$ cat config.mk
export PLATFORM = sky130hd
export DESIGN_NAME = core_wake_hub
export DESIGN_NICKNAME = d
export VERILOG_FILES = /design/src/rtl/core_wake_pkg.sv /design/src/rtl/core_wake_merge.sv /design/src/rtl/core_wake_cell.sv /design/src/rtl/core_wake_status.sv /design/src/rtl/core_wake_hub.sv
export SDC_FILE = /design/constraint.sdc
export NUM_CORES = 1
export LEC_CHECK = 0
export ABC_AREA = 1
export ABC_CLOCK_PERIOD_IN_PS = 1100
export CAP_MARGIN = 30
export CORE_MARGIN = 5
export CORE_UTILIZATION = 49
export CTS_BUF_LIST = sky130_fd_sc_hd__clkbuf_16
export DETAILED_ROUTE_END_ITERATION = 6
export PLACE_DENSITY = 0.8
export SLEW_MARGIN = 20
export SYNTH_ARGS = -nofsm -noshare
export SYNTH_HDL_FRONTEND = slang
export SYNTH_SLANG_ARGS = --single-unit
$ cat constraint.sdc
create_clock -name clk -period 1.1 [get_ports clk]
set_input_delay 0.33 -clock clk [delete_from_list [all_inputs] [get_ports clk]]
set_output_delay 0.33 -clock clk [all_outputs]
set_load 0.03 [all_outputs]
$ cat src/rtl/core_wake_pkg.sv
// Shared types for the inter-core wake controller.
// Assumes: operation bit 0 = status query, 1 = signal.
package core_wake_pkg;
    typedef enum logic {
        OP_QUERY  = 1'b0,
        OP_SIGNAL = 1'b1
    } wake_op_e;

    // Two's-complement status codes
    localparam logic [1:0] ST_STOPPED = 2'b11;
    localparam logic [1:0] ST_RUNNING = 2'b00;
    localparam logic [1:0] ST_IDLING  = 2'b01;
endpackage

$ cat src/rtl/core_wake_merge.sv
// Folds all signal requests into one hit bit per target core.
// Assumes: target indices are below NUM_CORES. Several requesters hitting
// the same target collapse into a single hit.
module core_wake_merge
    import core_wake_pkg::*;
#(
    parameter int NUM_CORES = 8,
    parameter int IDX_W     = $clog2(NUM_CORES)
) (
    input  logic                       clk,
    input  logic                       rst_n,
    input  logic [NUM_CORES-1:0]       req_valid,
    input  logic [NUM_CORES-1:0]       req_op,
    input  logic [NUM_CORES*IDX_W-1:0] req_target,
    output logic [NUM_CORES-1:0]       sig_hit
);
    // Per target: OR of every requester that signals it
    always_comb begin
        sig_hit = '0;
        for (int t = 0; t < NUM_CORES; t++) begin
            for (int j = 0; j < NUM_CORES; j++) begin
                if (req_valid[j] && (wake_op_e'(req_op[j]) == OP_SIGNAL) &&
                    (int'(req_target[j*IDX_W +: IDX_W]) == t))
                    sig_hit[t] = 1'b1;
            end
        end
    end


    hit_source_chk: assert property (@(posedge clk) disable iff (!rst_n)
        (|sig_hit) |-> (|(req_valid & req_op)));
endmodule

$ cat src/rtl/core_wake_cell.sv
// Idle and pending state for one core.
// Assumes: sig_hit is already merged. A stopped core holds no state.
module core_wake_cell (
    input  logic clk,
    input  logic rst_n,
    input  logic core_run,
    input  logic idle_req,
    input  logic sig_hit,
    output logic idle_q,
    output logic wake_q
);
    logic pend_q;
    logic want;

    // A stored flag or a signal arriving this cycle both count as pending
    assign want = pend_q | sig_hit;

    // Idle, pending and wake-pulse update
    always_ff @(posedge clk) begin
        wake_q <= 1'b0;
        if (!rst_n) begin
            idle_q <= 1'b0;
            pend_q <= 1'b0;
        end else if (!core_run) begin
            idle_q <= 1'b0;
            pend_q <= 1'b0;
        end else if (idle_q) begin
            if (want) begin
                idle_q <= 1'b0;
                pend_q <= 1'b0;
                wake_q <= 1'b1;
            end
        end else if (idle_req) begin
            if (want) begin
                pend_q <= 1'b0;
                wake_q <= 1'b1;
            end else begin
                idle_q <= 1'b1;
            end
        end else begin
            pend_q <= want;
        end
    end


    stopped_clears_chk: assert property (@(posedge clk) disable iff (!rst_n)
        !core_run |=> (!idle_q && !pend_q));

    idle_pend_excl_chk: assert property (@(posedge clk) disable iff (!rst_n)
        !(idle_q && pend_q));

    wake_clears_chk: assert property (@(posedge clk) disable iff (!rst_n)
        wake_q |-> (!idle_q && !pend_q));

    idle_release_chk: assert property (@(posedge clk) disable iff (!rst_n)
        (idle_q && sig_hit && core_run) |=> (wake_q && !idle_q));

    idle_hold_chk: assert property (@(posedge clk) disable iff (!rst_n)
        (idle_q && !sig_hit && core_run) |=> idle_q);
endmodule

$ cat src/rtl/core_wake_status.sv
// One requester's status port: answers a query one cycle later.
// Assumes: the state vectors are the registered pre-edge core state.
module core_wake_status
    import core_wake_pkg::*;
#(
    parameter int NUM_CORES = 8,
    parameter int IDX_W     = $clog2(NUM_CORES)
) (
    input  logic                 clk,
    input  logic                 rst_n,
    input  logic                 req_valid,
    input  logic                 req_op,
    input  logic [IDX_W-1:0]     req_target,
    input  logic [NUM_CORES-1:0] core_run,
    input  logic [NUM_CORES-1:0] core_idle,
    output logic                 stat_valid,
    output logic [1:0]           stat_code
);
    logic       is_query;
    logic [1:0] code_now;

    assign is_query = req_valid && (wake_op_e'(req_op) == OP_QUERY);

    // Encode the target's current state
    always_comb begin
        if (!core_run[req_target])      code_now = ST_STOPPED;
        else if (core_idle[req_target]) code_now = ST_IDLING;
        else                            code_now = ST_RUNNING;
    end

    // Register the result
    always_ff @(posedge clk) begin
        if (!rst_n) begin
            stat_valid <= 1'b0;
            stat_code  <= 2'b00;
        end else begin
            stat_valid <= is_query;
            stat_code  <= is_query ? code_now : 2'b00;
        end
    end


    stat_latency_chk: assert property (@(posedge clk) disable iff (!rst_n)
        is_query |=> stat_valid);

    stat_code_legal_chk: assert property (@(posedge clk) disable iff (!rst_n)
        stat_valid |-> (stat_code != 2'b10));

    stat_idle_zero_chk: assert property (@(posedge clk) disable iff (!rst_n)
        !stat_valid |-> (stat_code == 2'b00));
endmodule

$ cat src/rtl/core_wake_hub.sv
// Top of the inter-core wake and status controller.
// Per-core idle/wake cells, a signal merger and per-requester status ports.
// Assumes: idle_req and req_valid are one-cycle pulses from each core.
module core_wake_hub
    import core_wake_pkg::*;
#(
    parameter int NUM_CORES = 8,
    localparam int IDX_W    = $clog2(NUM_CORES)
) (
    input  logic                       clk,
    input  logic                       rst_n,
    input  logic [NUM_CORES-1:0]       core_run,
    input  logic [NUM_CORES-1:0]       idle_req,
    input  logic [NUM_CORES-1:0]       req_valid,
    input  logic [NUM_CORES-1:0]       req_op,
    input  logic [NUM_CORES*IDX_W-1:0] req_target,
    output logic [NUM_CORES-1:0]       idle_out,
    output logic [NUM_CORES-1:0]       wake_out,
    output logic [NUM_CORES-1:0]       stat_valid,
    output logic [NUM_CORES*2-1:0]     stat_code
);
    logic [NUM_CORES-1:0] sig_hit;

    core_wake_merge #(.NUM_CORES(NUM_CORES), .IDX_W(IDX_W)) merge_i (
        .clk(clk), .rst_n(rst_n),
        .req_valid(req_valid), .req_op(req_op), .req_target(req_target),
        .sig_hit(sig_hit)
    );

    for (genvar c = 0; c < NUM_CORES; c++) begin : g_cell
        core_wake_cell cell_i (
            .clk(clk), .rst_n(rst_n),
            .core_run(core_run[c]), .idle_req(idle_req[c]),
            .sig_hit(sig_hit[c]),
            .idle_q(idle_out[c]), .wake_q(wake_out[c])
        );
    end

    for (genvar j = 0; j < NUM_CORES; j++) begin : g_stat
        core_wake_status #(.NUM_CORES(NUM_CORES), .IDX_W(IDX_W)) stat_i (
            .clk(clk), .rst_n(rst_n),
            .req_valid(req_valid[j]), .req_op(req_op[j]),
            .req_target(req_target[j*IDX_W +: IDX_W]),
            .core_run(core_run), .core_idle(idle_out),
            .stat_valid(stat_valid[j]), .stat_code(stat_code[j*2 +: 2])
        );
    end


    stopped_never_idle_chk: assert property (@(posedge clk) disable iff (!rst_n)
        (!core_run[0] && idle_req[0]) |=> !idle_out[0]);
endmodule

-- Word-level counts from Yosys, hierarchy flattened
Cells that the tools add are included.
- magnitude comparators: 8
- eq/ne operators: 56
- mux-type cells: 184
- bitwise gates (word level): 16
- reductions and logical operators: 104
- operator list (operator ; count):
    1-bit 2-to-1 mux ; 160
    3-bit equality test (second input constant) ; 32
    1-bit logical AND ; 80
    1-bit binary-select mux with 3-bit select ; 16
    3-bit by 2-bit equality test with 1-bit output (second input constant) ; 16
    3-bit by 4-bit < comparator with 1-bit output (second input constant) ; 8
    2-bit AND reduction ; 16
    3-bit by 1-bit equality test with 1-bit output (second input constant) ; 8
    3-bit zero test ; 8
    2-bit 2-to-1 mux ; 8
    1-bit NOT ; 8
    1-bit bitwise OR ; 8
- bits in registers: 48
- output and inout bits: 40
- logic and storage cells: 408

-- Logic depth before layout (Yosys ltp)
- depth in word-level cells: 14
- depth in mapped cells: 9

-- Hierarchy
A second synthesis with hierarchy kept.
- cell total of the unflattened synthesis: 728
- area, all modules: 4159.0 sq um
- modules (own cells, without submodules) (module ; instances ; cells each ; area each (sq um)):
    core_wake_status ; 8 ; 48 ; 290.3
    core_wake_cell ; 8 ; 17 ; 120.1
    core_wake_merge ; 1 ; 208 ; 875.8

-- Least setup slack after synthesis
OpenSTA, ideal clock, no wires.
- kind: input port to flip-flop
- start point: input port req_target[3]
- end point: register g_cell[7].cell_i.wake_q
- setup time: 0.125 ns
- arrival time: 0.935 ns
- setup slack: 0.040 ns
- stages: 7
- path buffers: 1
- cell sequence: buf_4 -> nand2_2 -> inv_1 -> nand2_1 -> nand3_1 -> nor2_1 -> a21oi_1
- word-level cells in the longest chain between the ends: 13
- ends and longest elaborated chain (item ; line ; RTL):
    from (decl) ; core_wake_hub.sv:16 ; input logic [NUM_CORES*IDX_W-1:0] req_target,
    3-bit by 1-bit equality test with 1-bit output * ; core_wake_merge.sv:23 ; (int'(req_target[j*IDX_W +: IDX_W]) == t))
    1-bit logical AND * ; core_wake_merge.sv:22 ; if (req_valid[j] && (wake_op_e'(req_op[j]) == OP_SIGNAL) &&
    1-bit 2-to-1 mux * (7 in series) ; core_wake_merge.sv:22 ;
    1-bit bitwise OR * ; core_wake_cell.sv:16 ; assign want = pend_q | sig_hit;
    1-bit 2-to-1 mux * ; core_wake_cell.sv:28, core_wake_cell.sv:34 ;
    1-bit 2-to-1 mux ; core_wake_cell.sv:33 ; end else if (idle_req) begin
    1-bit 2-to-1 mux * ; core_wake_cell.sv:27 ; end else if (idle_q) begin
    to (signal assigned) ; core_wake_cell.sv:20 ; wake_q <= 1'b0;
    to (signal assigned) ; core_wake_cell.sv:31 ; wake_q <= 1'b1;
    to (signal assigned) ; core_wake_cell.sv:36 ; wake_q <= 1'b1;
    to (decl) ; core_wake_cell.sv:10 ; output logic wake_q
Every way passes the cells marked *; elsewhere a longest branch is shown, timed or not.
A chain may end at the register's enable or synchronous reset.

-- Worst setup path in the final report
- start point: register g_cell[6].cell_i.idle_q
- end point: output port idle_out[6]
- RTL lines (item ; line ; RTL):
    from (decl) ; core_wake_cell.sv:9 ; output logic idle_q,
    from (signal assigned) ; core_wake_cell.sv:22 ; idle_q <= 1'b0;
    from (signal assigned) ; core_wake_cell.sv:25 ; idle_q <= 1'b0;
    from (signal assigned) ; core_wake_cell.sv:29 ; idle_q <= 1'b0;
    to (decl) ; core_wake_hub.sv:17 ; output logic [NUM_CORES-1:0] idle_out,
No word-level cell between the ends.

==> metrics.sh <==
RUN_STATUS='complete, but fails checks'
VIOLATIONS='DRC, setup timing'
FP.COREAREA_UM2=6907
HOLD_SLACK_NS=0.2492
REG2REG_SLACK_NS=-0.07
TRACK_USAGE_PCT=33.22
REPORT.POWER.TOTAL_uW=5387
TIMING.RR.END='g_stat[2].stat_i.stat_code[0]'
P_COMB_SHARE_PCT=32.9
NUMBER_OF_ROUTED_NETS_WITH_ANTENNA_VIOLATIONS=0
FINAL_CYCLE_UTILIZATION_OF_THE_CRITICAL_PATH_PCT=109.5
SETUP_REPAIR_AFTER_GLOBAL_ROUTING_MISSED_ITS_MARGIN='yes'
PATH_COMMON_CELL='buf_6'
CTSHTREEMAXLEVEL=2
CRIT_PATH_CELL_TRACE='buf_6 > buf_6'
NUMBER_OF_GLOBAL_ROUTE_VIAS_BEFORE_REPAIR=4846
ANTENNA_CELLS=0
POST-ROUTE-WORST-SETUP-SLACK_NS=-0.1048
CTS-ROOT-TO-SINK-BUFFERS=2
HOLDCRITPATHCLASS='in -> reg'
CRITICAL-PATH-TOP-DELAY-FAMILY='flip-flops'
WORST_SLEW_MARGIN_REL_PCT=72.54
DRT-PASS1-ITER-COUNT=7
MOSTFREQUENTLAYOUTCELL='nand2_1'
CTS_HOLD_REPAIR.BUFFERS=0
YS_FF_LATCH=48
NETS=855
GRT_ANTENNA_BEFORE_REPAIR=0
SYNTH.YOSYS.WARNINGS=0
ROWS=30
PLACE_CONGESTION=0.9682
DIE_AREA_UM2=8975
CTS_INSERTED_BUFFERS=5
WL_PER_CELL_UM=17.55
DRIVE_ABOVE_1_SHARE_PCT=42.73
SYNTH_NETS=699
INTERNAL-POWER_uW=3600
DR_TOTAL_VIAS=4949
SYN-CELL-AREA_UM2=3518
YS_SEQ_AREA_SHARE_PCT=27.31
TIMING.CRITICAL_PATH.REQUIRED_NS=0.77
CAP_VIOLATIONS=0
NUMBER_OF_FILLERS_IN_THE_FINAL_LAYOUT=484
SETUP-VIOLATIONS-FINAL=17
GRT_MAX_DEGREE=15
COMMONEST_NON_FILL_NON_TAP_CELLS_IN_THE_LAYOUT='nand2_1, nor2_1, inv_1'
SYNTHESIS.AREA_PER_INSTANCE_UM2=5.489
CP_SLOWEST_CELL='dfxtp_2'
PATH_CLK_SLEW_NS=0.07
GRT_FIRST_PASS_WIRELENGTH_UM=23070
CLOCK_INSERTION_DELAY_WORST_SKEW_NS=0.29
SYN_TO_FINAL_GROWTH_PCT=64.54
CTS.SINK_COUNT=48
PEAK_PER_STAGE_DELAY_ON_THE_CRITICAL_PATH_NS=0.34
TIMING.SETUP.CRITICAL_PATH_CLASS='reg -> out'
INITIALDRTVIOLATIONCOUNT=389
IO_PINS=98
PRECTSSETUPSLACK_NS=-0.6753
FINALCRITICALPERIOD_NS=1.205
WORSTHOLDPATHCELLS=2
REG2REGPATHDEPTH=6
DETAIL_ROUTE.VIAS_PER_CELL=5.536
SHARE_SEQ_OF_TOTAL_POWER_PCT=34.4
YS_TYPES=20
P_SW_SHARE_PCT=33.17
DIE-WIDTH_UM=94.74
P_PER_AREA_nW_PER_UM2=930.5
CRIT_PATH_START_KIND='flop'
FP.DIEH_UM=94.74
DRT-TOTAL-WL_UM=15690
PLACE.DETAILED.HPWL_UM=10650
FINAL-HOLD-VIOLATION-COUNT=0
FMAX_MHz=830.0
POWER.IR.VDD_WORST_mV=0.6757
WORSTMARGINPINSLEW_NS=0.4115
GLOBALROUTE.TOTALOVERFLOW=0
CTS_TREE='done'
SYN_INST=641
WORST-PATH-MAX-FANOUT=2
SLEW_VIOLATIONS=0
FIN_WORST_SKEW_NS=0.005608
POWER.NET_SWITCHING_uW=1787
CRITICAL_PATH_BUFFER_AND_INVERTER_COUNT=2
HOLDCRITSTARTPOINT='req_op[2]'
MIN_TO='g_stat[2].stat_i.stat_valid'
CTS_ROOT_BUFFER='clkbuf_16'
DRCVIOLATIONCOUNT=2
LEAKAGE_uW=0.003032
INITIAL_UTILIZATION_PCT=50.94
TIMING.CRITICAL_PATH.ARRIVAL_NS=0.87
POWER.SHARE.CLOCK_PCT=32.7
WORST_R2R_STARTPOINT='g_cell[5].cell_i.idle_q'
QUANTITY_OF_I_O_BUFFERS_INSERTED_ON_PORTS=97
SETUP.WORST_PATH.END_CLASS='primary output'
-- metrics by stage --
stage	std cells	utilization, %	instance area [um^2]	TNS (ns)
2_1_floorplan	641	-	3518	0
3_3_place_gp	872	70.51	4870	-24.51
3_5_place_dp	872	70.51	4870	-25.64
4_1_cts	892	81.29	5614	-0.6071
5_1_grt	894	83.82	5789	-1.658
6_report	894	83.82	5789	-0.9069
-- synth_stat cells --
cell      count  area [um^2]
nor2_2        7        43.79
buf_2         2        10.01
inv_2         8        30.03
o21ai_1       6        30.03
buf_4        26        195.2
nand3_2       2        20.02
nor3_1        6        30.03
a21oi_1      27        135.1
dfxtp_1      48        960.9
nor2_4        2        22.52
o21bai_1      3        22.52
nor2_1      127        476.7
inv_1        92        345.3
nand2_2       3        18.77
o21ai_0      26        130.1
nand2_1     198        743.2
nand4_1      10        62.56
o21ai_2       1        8.760
clkbuf_1      2        7.510
nand3_1      45        225.2
-- per-layer routing --
metal,vias to the layer above,global-route usage [%],wire [um]
li1,2271,-,-
met1,2170,37.15,5553
met2,385,56.49,7445
met3,123,8.526,1635
met4,0,19.83,1056
met5,-,0,0
-- power by group through the flow --
| stage | Combinational (uW) | Sequential, uW | Clock, uW |
|---|---|---|---|
| floorplan | 666 | 1930 | 0 |
| global placement | 1420 | 1870 | 0 |
| detailed placement | 1440 | 1880 | 0 |
| CTS | 1620 | 1840 | 1760 |
| global route | 1880 | 1860 | 1860 |
| finish | 1770 | 1850 | 1760 |
-- layout make-up --
class | instances | area, um^2 | share of cell area, %
tap | 96 | 120.1 | 2.075
clock inverter | 3 | 37.54 | 0.6484
inverter | 100 | 400.4 | 6.916
clock buffer | 5 | 125.1 | 2.161
multi-input combinational | 463 | 2461 | 42.51
sequential | 48 | 997.2 | 17.22
timing repair buffer | 179 | 1648 | 28.46
-- repair_timing --
item	CTS	global route
resized for setup	235	151
endpoints found under the setup margin	59	67
gates cloned	1	1
setup buffers	11	2
pin swaps	54	45
-- cell families (layout without fill, tap and decap cells) --
group           Yosys count  in the layout  synth area share, %
compound gates           63             63                9.282
buf+inv                 130            287                16.71
flops                    48             48                27.31
simple gates            400            400                46.69
-- worst register-to-register path, cell delays in order, from the launching register on --
cell and delay [ns]:
dfxtp_2 0.33, inv_1 0.31, o21ai_0 0.18, inv_1 0.08, nand2_1 0.05, nand3_1 0.06, nand2_1 0.05
-- worst max path at each step --
stage	start	to	slack [ns]	depth (start not counted)
after global routing	g_cell[6].cell_i.idle_q	g_stat[4].stat_i.stat_code[0]	-0.11	6
after CTS	g_cell[5].cell_i.idle_q	idle_out[5]	-0.09	2
after global placement	req_target[9]	g_cell[5].cell_i.wake_q	-0.64	7
after detailed placement	req_target[1]	g_cell[1].cell_i.pend_q	-0.68	10
final	g_cell[6].cell_i.idle_q	idle_out[6]	-0.10	2
after floorplan	req_target[3]	g_cell[7].cell_i.wake_q	0.04	7
-- state kept, by name, indices dropped and copies added, names as in the netlist --
| signal | cells |
|---|---|
| g_stat.stat_i.stat_code | 16 |
| g_cell.cell_i.idle_q | 8 |
| g_cell.cell_i.pend_q | 8 |
| g_cell.cell_i.wake_q | 8 |
| g_stat.stat_i.stat_valid | 8 |
Power figures use the tool's default switching activity.
